==> src/rtl/sme_pkg.sv <==
package sme_pkg;

    typedef enum logic [1:0] {
        ST_IDLE,
        ST_SCAN,
        ST_EVAL,
        ST_FIN
    } sme_state_e;

endpackage

==> src/rtl/sme_store.sv <==
module sme_store #(
    parameter int W     = 8,
    parameter int DEPTH = 16,
    localparam int AW   = $clog2(DEPTH)
) (
    input  logic          clk,
    input  logic          we,
    input  logic [AW-1:0] waddr,
    input  logic [W-1:0]  wdata,
    input  logic [AW-1:0] raddr,
    output logic [W-1:0]  rdata
);

    logic [W-1:0] mem [DEPTH];

    always_ff @(posedge clk) begin
        if (we) begin
            mem[waddr] <= wdata;
        end
    end

    assign rdata = mem[raddr];

endmodule

==> src/rtl/sme_absacc.sv <==
module sme_absacc #(
    parameter int PIX_W = 8,
    parameter int SW    = 12
) (
    input  logic             clk,
    input  logic             rst_n,
    input  logic             clr,
    input  logic             en,
    input  logic [PIX_W-1:0] a,
    input  logic [PIX_W-1:0] b,
    output logic [SW-1:0]    acc
);

    logic [PIX_W-1:0] diff;

    always_comb begin
        diff = (a >= b) ? (a - b) : (b - a);
    end

    always_ff @(posedge clk) begin
        if (!rst_n || clr) begin
            acc <= '0;
        end else if (en) begin
            acc <= acc + SW'(diff);
        end
    end

endmodule

==> src/rtl/sad_motion_search.sv <==
module sad_motion_search
    import sme_pkg::*;
#(
    parameter int BLK   = 4,
    parameter int RANGE = 2,
    parameter int PIX_W = 8,
    localparam int WIN  = 2 * RANGE + BLK,
    localparam int CA   = $clog2(BLK * BLK),
    localparam int WA   = $clog2(WIN * WIN),
    localparam int VW   = $clog2(RANGE + 1) + 1,
    localparam int SW   = PIX_W + $clog2(BLK * BLK)
) (
    input  logic                 clk,
    input  logic                 rst_n,
    input  logic                 cur_we,
    input  logic [CA-1:0]        cur_addr,
    input  logic [PIX_W-1:0]     cur_data,
    input  logic                 win_we,
    input  logic [WA-1:0]        win_addr,
    input  logic [PIX_W-1:0]     win_data,
    input  logic                 start,
    output logic                 busy,
    output logic                 done,
    output logic signed [VW-1:0] best_dm,
    output logic signed [VW-1:0] best_dn,
    output logic [SW-1:0]        best_sad
);

    localparam int IW   = $clog2(BLK);
    localparam int NC   = 2 * RANGE + 1;
    localparam int MW   = $clog2(NC);
    localparam int DW   = MW + 1;
    localparam logic [SW-1:0] SAD_INIT = '1;

    sme_state_e state, nxt;

    logic [IW-1:0]        pi, pj;
    logic [MW-1:0]        mo, no;
    logic [SW-1:0]        acc, run_min;
    logic signed [VW-1:0] run_dm, run_dn, cand_dm, cand_dn;
    logic signed [DW-1:0] ext_dm, ext_dn;
    logic [CA-1:0]        cur_raddr;
    logic [WA-1:0]        win_raddr;
    logic [PIX_W-1:0]     cur_pix, win_pix;
    logic                 last_px, last_cand, better;

    // ---------------- pixel stores ----------------
    sme_store #(.W(PIX_W), .DEPTH(BLK * BLK)) u_cur_store (
        .clk   (clk),
        .we    (cur_we && (state == ST_IDLE)),
        .waddr (cur_addr),
        .wdata (cur_data),
        .raddr (cur_raddr),
        .rdata (cur_pix)
    );

    sme_store #(.W(PIX_W), .DEPTH(WIN * WIN)) u_win_store (
        .clk   (clk),
        .we    (win_we && (state == ST_IDLE)),
        .waddr (win_addr),
        .wdata (win_data),
        .raddr (win_raddr),
        .rdata (win_pix)
    );

    // ---------------- datapath ----------------
    sme_absacc #(.PIX_W(PIX_W), .SW(SW)) u_absacc (
        .clk   (clk),
        .rst_n (rst_n),
        .clr   ((state == ST_EVAL) || (state == ST_IDLE)),
        .en    (state == ST_SCAN),
        .a     (cur_pix),
        .b     (win_pix),
        .acc   (acc)
    );

    always_comb begin
        cur_raddr = CA'(int'(pj) * BLK + int'(pi));
        win_raddr = WA'((int'(pj) + int'(no)) * WIN + int'(pi) + int'(mo));
        last_px   = (pi == IW'(BLK - 1)) && (pj == IW'(BLK - 1));
        last_cand = (mo == MW'(NC - 1)) && (no == MW'(NC - 1));
        better    = acc < run_min;
        ext_dm    = $signed({1'b0, mo}) - DW'(RANGE);
        ext_dn    = $signed({1'b0, no}) - DW'(RANGE);
        cand_dm   = VW'(ext_dm);
        cand_dn   = VW'(ext_dn);
    end

    // ---------------- state register ----------------
    always_ff @(posedge clk) begin
        if (!rst_n) begin
            state <= ST_IDLE;
        end else begin
            state <= nxt;
        end
    end

    always_comb begin
        nxt = state;
        unique case (state)
            ST_IDLE: if (start)     nxt = ST_SCAN;
            ST_SCAN: if (last_px)   nxt = ST_EVAL;
            ST_EVAL: nxt = last_cand ? ST_FIN : ST_SCAN;
            ST_FIN:  nxt = ST_IDLE;
            default: nxt = ST_IDLE;
        endcase
    end

    // ---------------- scan counters and running best ----------------
    always_ff @(posedge clk) begin
        if (!rst_n) begin
            pi <= '0; pj <= '0; mo <= '0; no <= '0;
            run_min <= SAD_INIT; run_dm <= '0; run_dn <= '0;
            best_sad <= '0; best_dm <= '0; best_dn <= '0;
        end else begin
            unique case (state)
                ST_IDLE: begin
                    if (start) begin
                        pi <= '0; pj <= '0; mo <= '0; no <= '0;
                        run_min <= SAD_INIT; run_dm <= '0; run_dn <= '0;
                    end
                end
                ST_SCAN: begin
                    if (pj == IW'(BLK - 1)) begin
                        pj <= '0;
                        pi <= (pi == IW'(BLK - 1)) ? '0 : pi + 1'b1;
                    end else begin
                        pj <= pj + 1'b1;
                    end
                end
                ST_EVAL: begin
                    if (better) begin
                        run_min <= acc; run_dm <= cand_dm; run_dn <= cand_dn;
                    end
                    if (no == MW'(NC - 1)) begin
                        no <= '0;
                        mo <= (mo == MW'(NC - 1)) ? '0 : mo + 1'b1;
                    end else begin
                        no <= no + 1'b1;
                    end
                    if (last_cand) begin
                        best_sad <= better ? acc     : run_min;
                        best_dm  <= better ? cand_dm : run_dm;
                        best_dn  <= better ? cand_dn : run_dn;
                    end
                end
                ST_FIN: begin
                end
                default: begin
                end
            endcase
        end
    end

    // ---------------- state-decoded outputs ----------------
    always_comb begin
        busy = (state != ST_IDLE);
        done = (state == ST_FIN);
    end

endmodule

==> config.mk <==
export PLATFORM = sky130hd
export DESIGN_NAME = sad_motion_search
export DESIGN_NICKNAME = d
export VERILOG_FILES = /design/src/rtl/sme_pkg.sv /design/src/rtl/sme_store.sv /design/src/rtl/sme_absacc.sv /design/src/rtl/sad_motion_search.sv
export SDC_FILE = /design/constraint.sdc
export NUM_CORES = 1
export LEC_CHECK = 0
export ABC_AREA = 1
export BUFFER_PORTS_ARGS = -buffer_cell sky130_fd_sc_hd__buf_2
export CORE_ASPECT_RATIO = 0.5
export CORE_MARGIN = 2
export CORE_UTILIZATION = 45
export DETAILED_ROUTE_END_ITERATION = 10
export SLEW_MARGIN = 5
export SYNTH_ARGS = -nofsm -noshare
export SYNTH_HDL_FRONTEND = slang
export SYNTH_SLANG_ARGS = --single-unit
==> constraint.sdc <==
create_clock -name clk -period 6.7 [get_ports clk]
set_input_delay 0.335 -clock clk [delete_from_list [all_inputs] [get_ports clk]]
set_output_delay 0.335 -clock clk [all_outputs]
set_load 0.005 [all_outputs]
# Word-level counts from Yosys, hierarchy flattened
# Memories as Yosys holds them, arrays and structs flattened.
# Index checks and enable logic that the tools add are counted.
# totals
reg_bits	60
mem_bits_rw	640
n_memories	2
# mem_list
name	words	word_bits	read_ports	rd_clocked_by_memory_dff	write_ports	line_no	text
u_win_store.mem	64	8	1	0	1	sme_store.sv:14	logic [W-1:0] mem [DEPTH];
u_cur_store.mem	16	8	1	0	1	sme_store.sv:14	
# op_classes
addsub	13
magnitude_cmp	2
eq_ne	11
mux	28
reduce_logical	17
# ops
cell	n
12-bit two-way mux	2
12-bit case mux with 2 select lines	1
3-bit case mux with 2 select lines	4
3-bit two-way mux	6
8-bit subtractor	2
2-bit two-way mux	7
12-bit by 8-bit adder with 12-bit output	1
12-bit < comparator	1
2-bit equality test, second input constant	4
8-bit >= comparator	1
8-bit two-way mux	1
2-bit case mux with 2 select lines	2
2-bit case mux with 4 select lines	1
2-bit AND reduction	4
3-bit by 1-bit adder with 3-bit output, second input constant	2
6-bit by 2-bit adder with 6-bit output	1
6-bit by 3-bit adder with 6-bit output	1
3-bit equality test, second input constant	2
2-bit inequality test, second input constant	3
3-bit AND reduction	2
2-bit nonzero test	3
3-bit by 2-bit subtractor with 3-bit output, second input constant	2
2-bit by 1-bit adder with 2-bit output, second input constant	2
4-bit by 2-bit adder with 4-bit output	1
8 further kinds	15

# Longest topological paths before layout
# Gate-level depths: netlist of the first run.
# An unclocked memory read counts as a cell.
# depth
depth_word	7
depth_mapped	34
ltp_nobuf	31

# By module
# A second synthesis of the first run with hierarchy kept.
# hier_totals
cells_unflattened	3055
area_unflattened_um2	31510.2
# modules_own_cells
mod	instances	cells_per_inst	area_per_inst_um2
sme_store (u_win_store)	1	1797	21179.1
sme_store (u_cur_store)	1	543	5606.6
sad_motion_search	1	415	2945.3
sme_absacc	1	300	1779.2

# Least setup slack after synthesis of the first run
# No wires, ideal clock.
# synth_path
path_type	flip-flop to flip-flop
startpoint	register pj[1]
endpoint	register u_absacc.acc[9]
setup_ps	115
arrival_ps	4803
required_time_ps	6585
slack_ps	1782
stages_incl_launch_ff	25
path_buffers	1
synth_period_minus_slack_ps	4918
path_cell_list	dfxtp_1 -> clkbuf_1 -> clkinv_1 -> fa_1 -> nor2_1 -> xnor2_1 -> inv_1 -> nand3_1 -> nand2_1 -> ha_1 -> fa_1 -> o21ai_0 -> o21ai_0 -> nand2_1 -> inv_1 -> o21ai_0 -> ha_1 -> nand3_1 -> nand3_1 -> nand2_1 -> nand3_1 -> nand3_1 -> nand2_1 -> a21oi_1 -> nor2_1
# synth_between
elab_chain_len	7
elab_cells_between_ends	11
cone_classes	add/sub (7); order compare (1); mux (1); memory (2)
# synth_rtl
element	line_no	text
start, declared	sad_motion_search.sv:37	logic [IW-1:0] pi, pj;
start signal, assigned	sad_motion_search.sv:128	pj <= pj + 1'b1;
2-bit by 3-bit adder with 3-bit output	sad_motion_search.sv:79	win_raddr = WA'((int'(pj) + int'(no)) * WIN + int'(pi) + int'(mo));
6-bit by 2-bit adder with 6-bit output	sad_motion_search.sv:79	
6-bit by 3-bit adder with 6-bit output	sad_motion_search.sv:79	
memory read 64 x 8 bit	n/a	
8-bit subtractor or 8-bit >= comparator (tied branches)	sme_absacc.sv:17	diff = (a >= b) ? (a - b) : (b - a);
8-bit two-way mux (*)	sme_absacc.sv:17	
12-bit by 8-bit adder with 12-bit output (*)	sme_absacc.sv:24	acc <= acc + SW'(diff);
end signal, assigned	sme_absacc.sv:24	
end, declared	sme_absacc.sv:11	output logic [SW-1:0] acc
# Mark *: on every way between the ends. The rest lies on a longest branch, timed or not.
# A chain may end at the register's enable or synchronous reset.

# Worst setup path in the final report of the first run
# layout_path
startpoint	register mo[0]
endpoint	register u_absacc.acc[9]
# layout_between
elab_chain_len	5
elab_cells_between_ends	7
cone_classes	add/sub (4); order compare (1); mux (1); memory (1)
# layout_rtl
element	line_no	text
start, declared	sad_motion_search.sv:38	logic [MW-1:0] mo, no;
start signal, assigned	sad_motion_search.sv:137	mo <= (mo == MW'(NC - 1)) ? '0 : mo + 1'b1;
6-bit by 3-bit adder with 6-bit output (*)	sad_motion_search.sv:79	
memory read 64 x 8 bit (*)	n/a	
8-bit subtractor or 8-bit >= comparator (tied branches)	sme_absacc.sv:17	
8-bit two-way mux (*)	sme_absacc.sv:17	
12-bit by 8-bit adder with 12-bit output (*)	sme_absacc.sv:24	
# Marks and branches as above.

==> out/results.txt, run 1 <==
outcome -> finished, final reports clean
FF-to-FF Start -> mo[0]
RSZ-0062 raised after global routing -> false
min cycle time layout -> 5.95 ns
most frequent cells in the layout -> nand2_1, edfxtp_1, nand3_1, inv_1, nor2_1
Chip Height -> 190 um
commonest non-fill, non-tap cell in the layout -> nand2_1
Compound-Gate Fraction of Synth Area -> 4.45%
ys async rst share -> 0%
final hold vios -> 0
Post-Synth Adder-Cell Area -> 2.06%
clock transition at the registers of the reported paths -> 0.06 ns
final setup violation count -> 0
mux cell area share after synthesis -> 0%
Clock Sinks -> 700
DIE AREA -> 0.0711 mm^2
number of cell rows -> 67
DP Area -> 0.0322 mm^2
slowest library cell on the worst path -> fa_4
Reg-to-Reg End -> u_absacc.acc[9]
Reg2Reg Setup Slack -> 0.75 ns
MaxCap Viol Count -> 0
sequential cell area -> 0.0204 mm^2
worst hold slack -> 0.0637 ns
Iteration-0 DRC Markers -> 2249
postcts setup bufs -> 0
worst path arrival time -> 6.45 ns
combinational family with the most area after synthesis -> simple AND/OR/NAND/NOR gates
Initial Utilization -> 45.9%
nets@finish -> 3166
Core Region -> 0.0676 mm^2
#FFs+latches synth -> 700
Final Total Pwr -> 11.1 mW
ys flop type -> edfxtp_1
grt ovf -> 0
final instance area -> 0.0344 mm^2
Clock Path Buffers -> 3
vias in the first global route -> 20300
Worst slew margin -> 29.7%
Hold Crit Class -> input pin to flip-flop
Synth Instances -> 3075
first-pass GRT wire length -> 118 mm
area delta synth->final -> 11.2%
R2R cell count -> 27
yosys warns -> 0
worst-margin pin slew -> 1.05 ns
CP Capture Type -> flip-flop
crit path buf inv count -> 2
Final Wtd Congestion -> 0.860
final wirelength -> 76.9 mm
routed vias -> 21400
synth unique cells -> 36
Max stage delay on crit path -> 0.79 ns
post-CTS sizing -> 0
antenna violations before repair -> 1
CTS root buf -> clkbuf_16
clk_skew -> 0.0207 ns
Max VDD drop -> 0.207 mV
DRT Pass-1 Iters -> 6
Setup crit start kind -> flip-flop
ranking of synthesized cells by area -> edfxtp_1, nand2_1, nand3_1
CTS tree -> built
Worst setup startpoint -> mo[0]
crit share post-route -> 88.8%
PwrDens -> 321 mW/mm^2
die width -> 375 um
I/O pin cnt -> 51
layout cells sized above 1 -> 6.73%
Crit path top cell by count -> nand3_1
hold_buf cts -> 0
Leakage -> 13.7 nW
Crit path max-delay family -> simple AND/OR/NAND/NOR gates
register area share after synthesis -> 65.9%
Synth top area share -> 62.0%
largest net degree at the start of global routing -> 168
Post-synth EDFFs -> 640
IO buf count -> 50
via-per-instance ratio -> 5.30
required time worst endpoint -> 7.21 ns
biggest area consumer among synthesized cells -> edfxtp_1
Fillers -> 6051
fmax -> 168 MHz
Multi-input gate area -> 0.00883 mm^2
syn_area_per_cell -> 10.1 um^2
CTS Buf Count -> 67
worst skew pair latency -> 0.63 ns
Levels on crit path -> 27
crit-path max FO -> 140
Slew Limit Fails -> 0
post-route ant nets -> 0
Cell Area, Synth -> 0.0310 mm^2
GRT Overall Usage -> 21.6%
CP Class -> flip-flop to flip-flop
Syn Nets -> 3154
DP Wirelength -> 45.2 mm
H-tree depth -> 3
DRC -> 0
DR WL/cell -> 19.1 um
Post-Synth XOR/XNOR Area -> 0.610%
setup TNS -> 0 ns
simple-gate share of the synthesized area -> 21.2%
Setup crit end -> u_absacc.acc[9]
==> sequential cells by signal (all words and copies together) (netlist names), 3 cells and up <==
| signal | count |
|---|---|
| best_sad | 12 |
| mo | 3 |
| u_cur_store.mem | 128 |
| run_dn | 3 |
| best_dm | 3 |
| u_win_store.mem | 512 |
| no | 3 |
| run_min | 12 |
| u_absacc.acc | 12 |
| best_dn | 3 |
| run_dm | 3 |
==> kinds of logic (layout without fill, tap and decap cells) <==
kind of cell,count (synthesis),count (layout)
AND/OR/NAND/NOR,1605,1605
flip-flops,700,700
buffers and inverters,460,522
AO/OA/AOI/OAI,243,243
adder cells (fa/ha/maj),48,48
XOR/XNOR,19,19
other,0,1
==> synthesized netlist by cell type, types with 2 or more instances <==
cell type,number
nand4_1,5
ha_1,43
clkinv_1,2
nor3_1,13
edfxtp_1,640
xor2_1,9
buf_1,27
fa_1,5
or2_2,6
buf_2,36
inv_2,10
inv_1,300
buf_4,2
a21oi_1,56
dfxtp_1,60
xor2_2,2
and3_1,2
o21bai_1,4
nand3_1,398
o2111ai_1,4
o21ai_0,130
o211ai_1,17
a211oi_1,2
nor2_1,296
clkbuf_1,83
o221ai_1,16
xnor2_1,7
nand2_1,883
a22o_1,3
o22ai_1,8
==> layer usage <==
metal  up-vias  track usage, %  share of wire (%)
li1      10300               -                  -
met4         0            5.47                1.8
met3        94            4.59                7.1
met5         -               0                  0
met1     10300            30.3                 45
met2       683            34.4                 46
==> final cells by class <==
| class | count | share of cell area (%) |
|---|---|---|
| clock buffer | 84 | 5.30 |
| antenna | 1 | 0.00726 |
| timing repair buffer | 91 | 1.87 |
| inverter | 312 | 3.42 |
| multi-input combinational | 1915 | 25.6 |
| tap | 897 | 3.26 |
| clock inverter | 35 | 1.24 |
| sequential | 700 | 59.3 |
==> per-stage QoR <==
stage	utilization, %	cells	setup WS (ns)
finish	51.0	4035	0.753
global route	51.0	4035	0.105
CTS	51.0	4034	0.887
detailed placement	47.6	3915	0.896
global placement	47.6	3915	0.971
floorplan	-	3075	1.78
==> report_power, final <==
part	total [mW]	internal (mW)	switching, mW
sequential	4.83	4.80	0.0256
clock	3.95	2.29	1.66
combinational	2.27	0.706	1.56
==> worst min-delay path, cell delays in order <==
cell	delay, ns
buf_2	0.17
nand2_1	0.09
inv_1	0.03
==> worst min path at each step <==
stage               start    endpoint  slack, ns  cells past startpoint
2_1_floorplan       rst_n       no[2]       0.43                      2
3_3_place_gp   run_min[8]  run_min[8]       0.45                      2
3_5_place_dp    run_dm[1]   run_dm[1]       0.46                      2
4_1_cts             rst_n       no[2]       0.03                      3
5_1_grt             rst_n       no[2]       0.07                      3
6_report            rst_n       no[2]       0.06                      3
Note: power is estimated with default switching activity, not from simulation.
==> run 2: changes to the inputs <==
Clock period 6.7 ns to 7 ns, I/O delays scaled along.
==> run 2 against run 1 <==
Combinational power shrank 4%. Largest cell class unchanged. Critical path depth down 2. Largest power group unchanged. Worst setup slack gained 0.14 ns. Critical endpoint unchanged. Total power down 5.9%. Worst hold slack better by 0.024 ns.
==> out/results.txt, run 2 (same netlist as run 1, synthesis figures left out) <==
min cycle time layout -> 6.11 ns
Initial Utilization -> 45.9%
Max stage delay on crit path -> 0.67 ns
postcts setup bufs -> 0
Hold Crit Class -> input pin to flip-flop
CTS Buf Count -> 66
Crit path max-delay family -> adder cells
hold_buf cts -> 0
CP Class -> flip-flop to flip-flop
Setup crit start kind -> flip-flop
CTS root buf -> clkbuf_16
commonest non-fill, non-tap cell in the layout -> nand2_1
PwrDens -> 303 mW/mm^2
biggest regs -> u_win_store.mem x512, u_cur_store.mem x128
via-per-instance ratio -> 5.28
Chip Height -> 190 um
crit path buf inv count -> 5
largest net degree at the start of global routing -> 143
final hold vios -> 0
final wirelength -> 78.2 mm
fmax -> 164 MHz
DRT Pass-1 Iters -> 5
area delta synth->final -> 10.7%
clk_skew -> 0.0193 ns
worst-margin pin slew -> 1.28 ns
grt ovf -> 0
DR WL/cell -> 19.4 um
Core Region -> 0.0676 mm^2
vias in the first global route -> 20200
clock transition at the registers of the reported paths -> 0.07 ns
CP Capture Type -> flip-flop
DIE AREA -> 0.0711 mm^2
Leakage -> 13.6 nW
final setup violation count -> 0
number of cell rows -> 67
Reg2Reg Setup Slack -> 0.89 ns
Clock Path Buffers -> 3
max FFs per register -> 512
Iteration-0 DRC Markers -> 2505
H-tree depth -> 3
slowest library cell on the worst path -> fa_1
post-route ant nets -> 0
Clock Sinks -> 700
IO buf count -> 50
CTS tree -> built
GRT Overall Usage -> 22.0%
setup TNS -> 0 ns
DRC -> 0
Slew Limit Fails -> 0
die width -> 375 um
nets@finish -> 3163
Fillers -> 6069
worst path arrival time -> 6.62 ns
layout cells sized above 1 -> 6.45%
required time worst endpoint -> 7.51 ns
Final Wtd Congestion -> 0.887
first-pass GRT wire length -> 120 mm
Worst slew margin -> 14.4%
MaxCap Viol Count -> 0
crit-path max FO -> 17
RSZ-0062 raised after global routing -> false
Finished Layout Cells -> 4031
most frequent cells in the layout -> nand2_1, edfxtp_1, nand3_1, inv_1, nor2_1
Largest Register -> u_win_store.mem
routed vias -> 21300
I/O pin cnt -> 51
crit share post-route -> 87.3%
placed cells -> 3913
DP Wirelength -> 45.9 mm
post-CTS sizing -> 0
Max VDD drop -> 0.199 mV
worst skew pair latency -> 0.62 ns
outcome -> finished, final reports clean
Crit path top cell by count -> nand3_1
antenna violations before repair -> 0
run 2: layer usage:
layer  wire length [um]  GRT usage [%]  share of wire, %  up-vias
li1                   -              -                 -    10300
met1              35600           31.9                46    10200
met2              35100           33.8                45      638
met3               5590           4.49               7.1      128
met4               1860           6.21               2.4        0
met5                  0              0                 0        -
run 2: through the flow:
stage	hold WS (ns)	setup WS [ns]	power (mW)	cell area, um^2	util (%)
final	0.0875	0.890	10.4	34300	50.8
after global routing	0.0799	0.446	10.9	34300	50.7
after CTS	0.0601	0.997	10.5	34300	50.7
after detailed placement	0.455	1.03	6.88	32200	47.6
after global placement	0.451	1.13	6.88	32200	47.6
after floorplan	0.438	2.08	6.23	31000	-
run 2: cell type report:
class / instances / area [um^2] / area share, %
tap: 897 / 1120 / 3.27
multi-input combinational: 1915 / 8830 / 25.7
inverter: 312 / 1180 / 3.43
antenna: 1 / 2.50 / 0.00730
timing repair buffer: 89 / 631 / 1.84
sequential: 700 / 20400 / 59.5
clock buffer: 84 / 1830 / 5.32
clock inverter: 33 / 288 / 0.839
run 2: worst paths after layout:
check / from / endpoint / depth (start not counted)
setup / recovery: pj[1] / u_absacc.acc[9] / 25
hold / removal: rst_n / no[0] / 3
setup reg to reg: pj[1] / u_absacc.acc[9] / 25
hold reg to reg: run_dm[2] / run_dm[2] / 2
run 2: worst reg2reg max path, stage by stage (launching register included):
cell and delay [ns]:
dfxtp_1 0.58, clkinv_1 0.45, fa_1 0.67, inv_1 0.08, xor2_2 0.16, buf_4 0.22, inv_2 0.30, nand3_1 0.20
nand3_1 0.20, nand2_1 0.17, ha_1 0.27, fa_1 0.48, o21ai_0 0.30, o21ai_0 0.13, nand2_1 0.22, inv_1 0.15
o21ai_0 0.30, ha_1 0.29, nand3_1 0.09, nand3_1 0.13, nand2_1 0.10, nand3_1 0.10, nand3_1 0.09, nand2_1 0.10
a21oi_1 0.16, nor2_1 0.06
run 2: where the power goes:
part	switching, mW	internal (mW)	leakage, nW
clock	1.57	2.03	1.03
sequential	0.0249	4.60	6.25
combinational	1.51	0.673	6.33
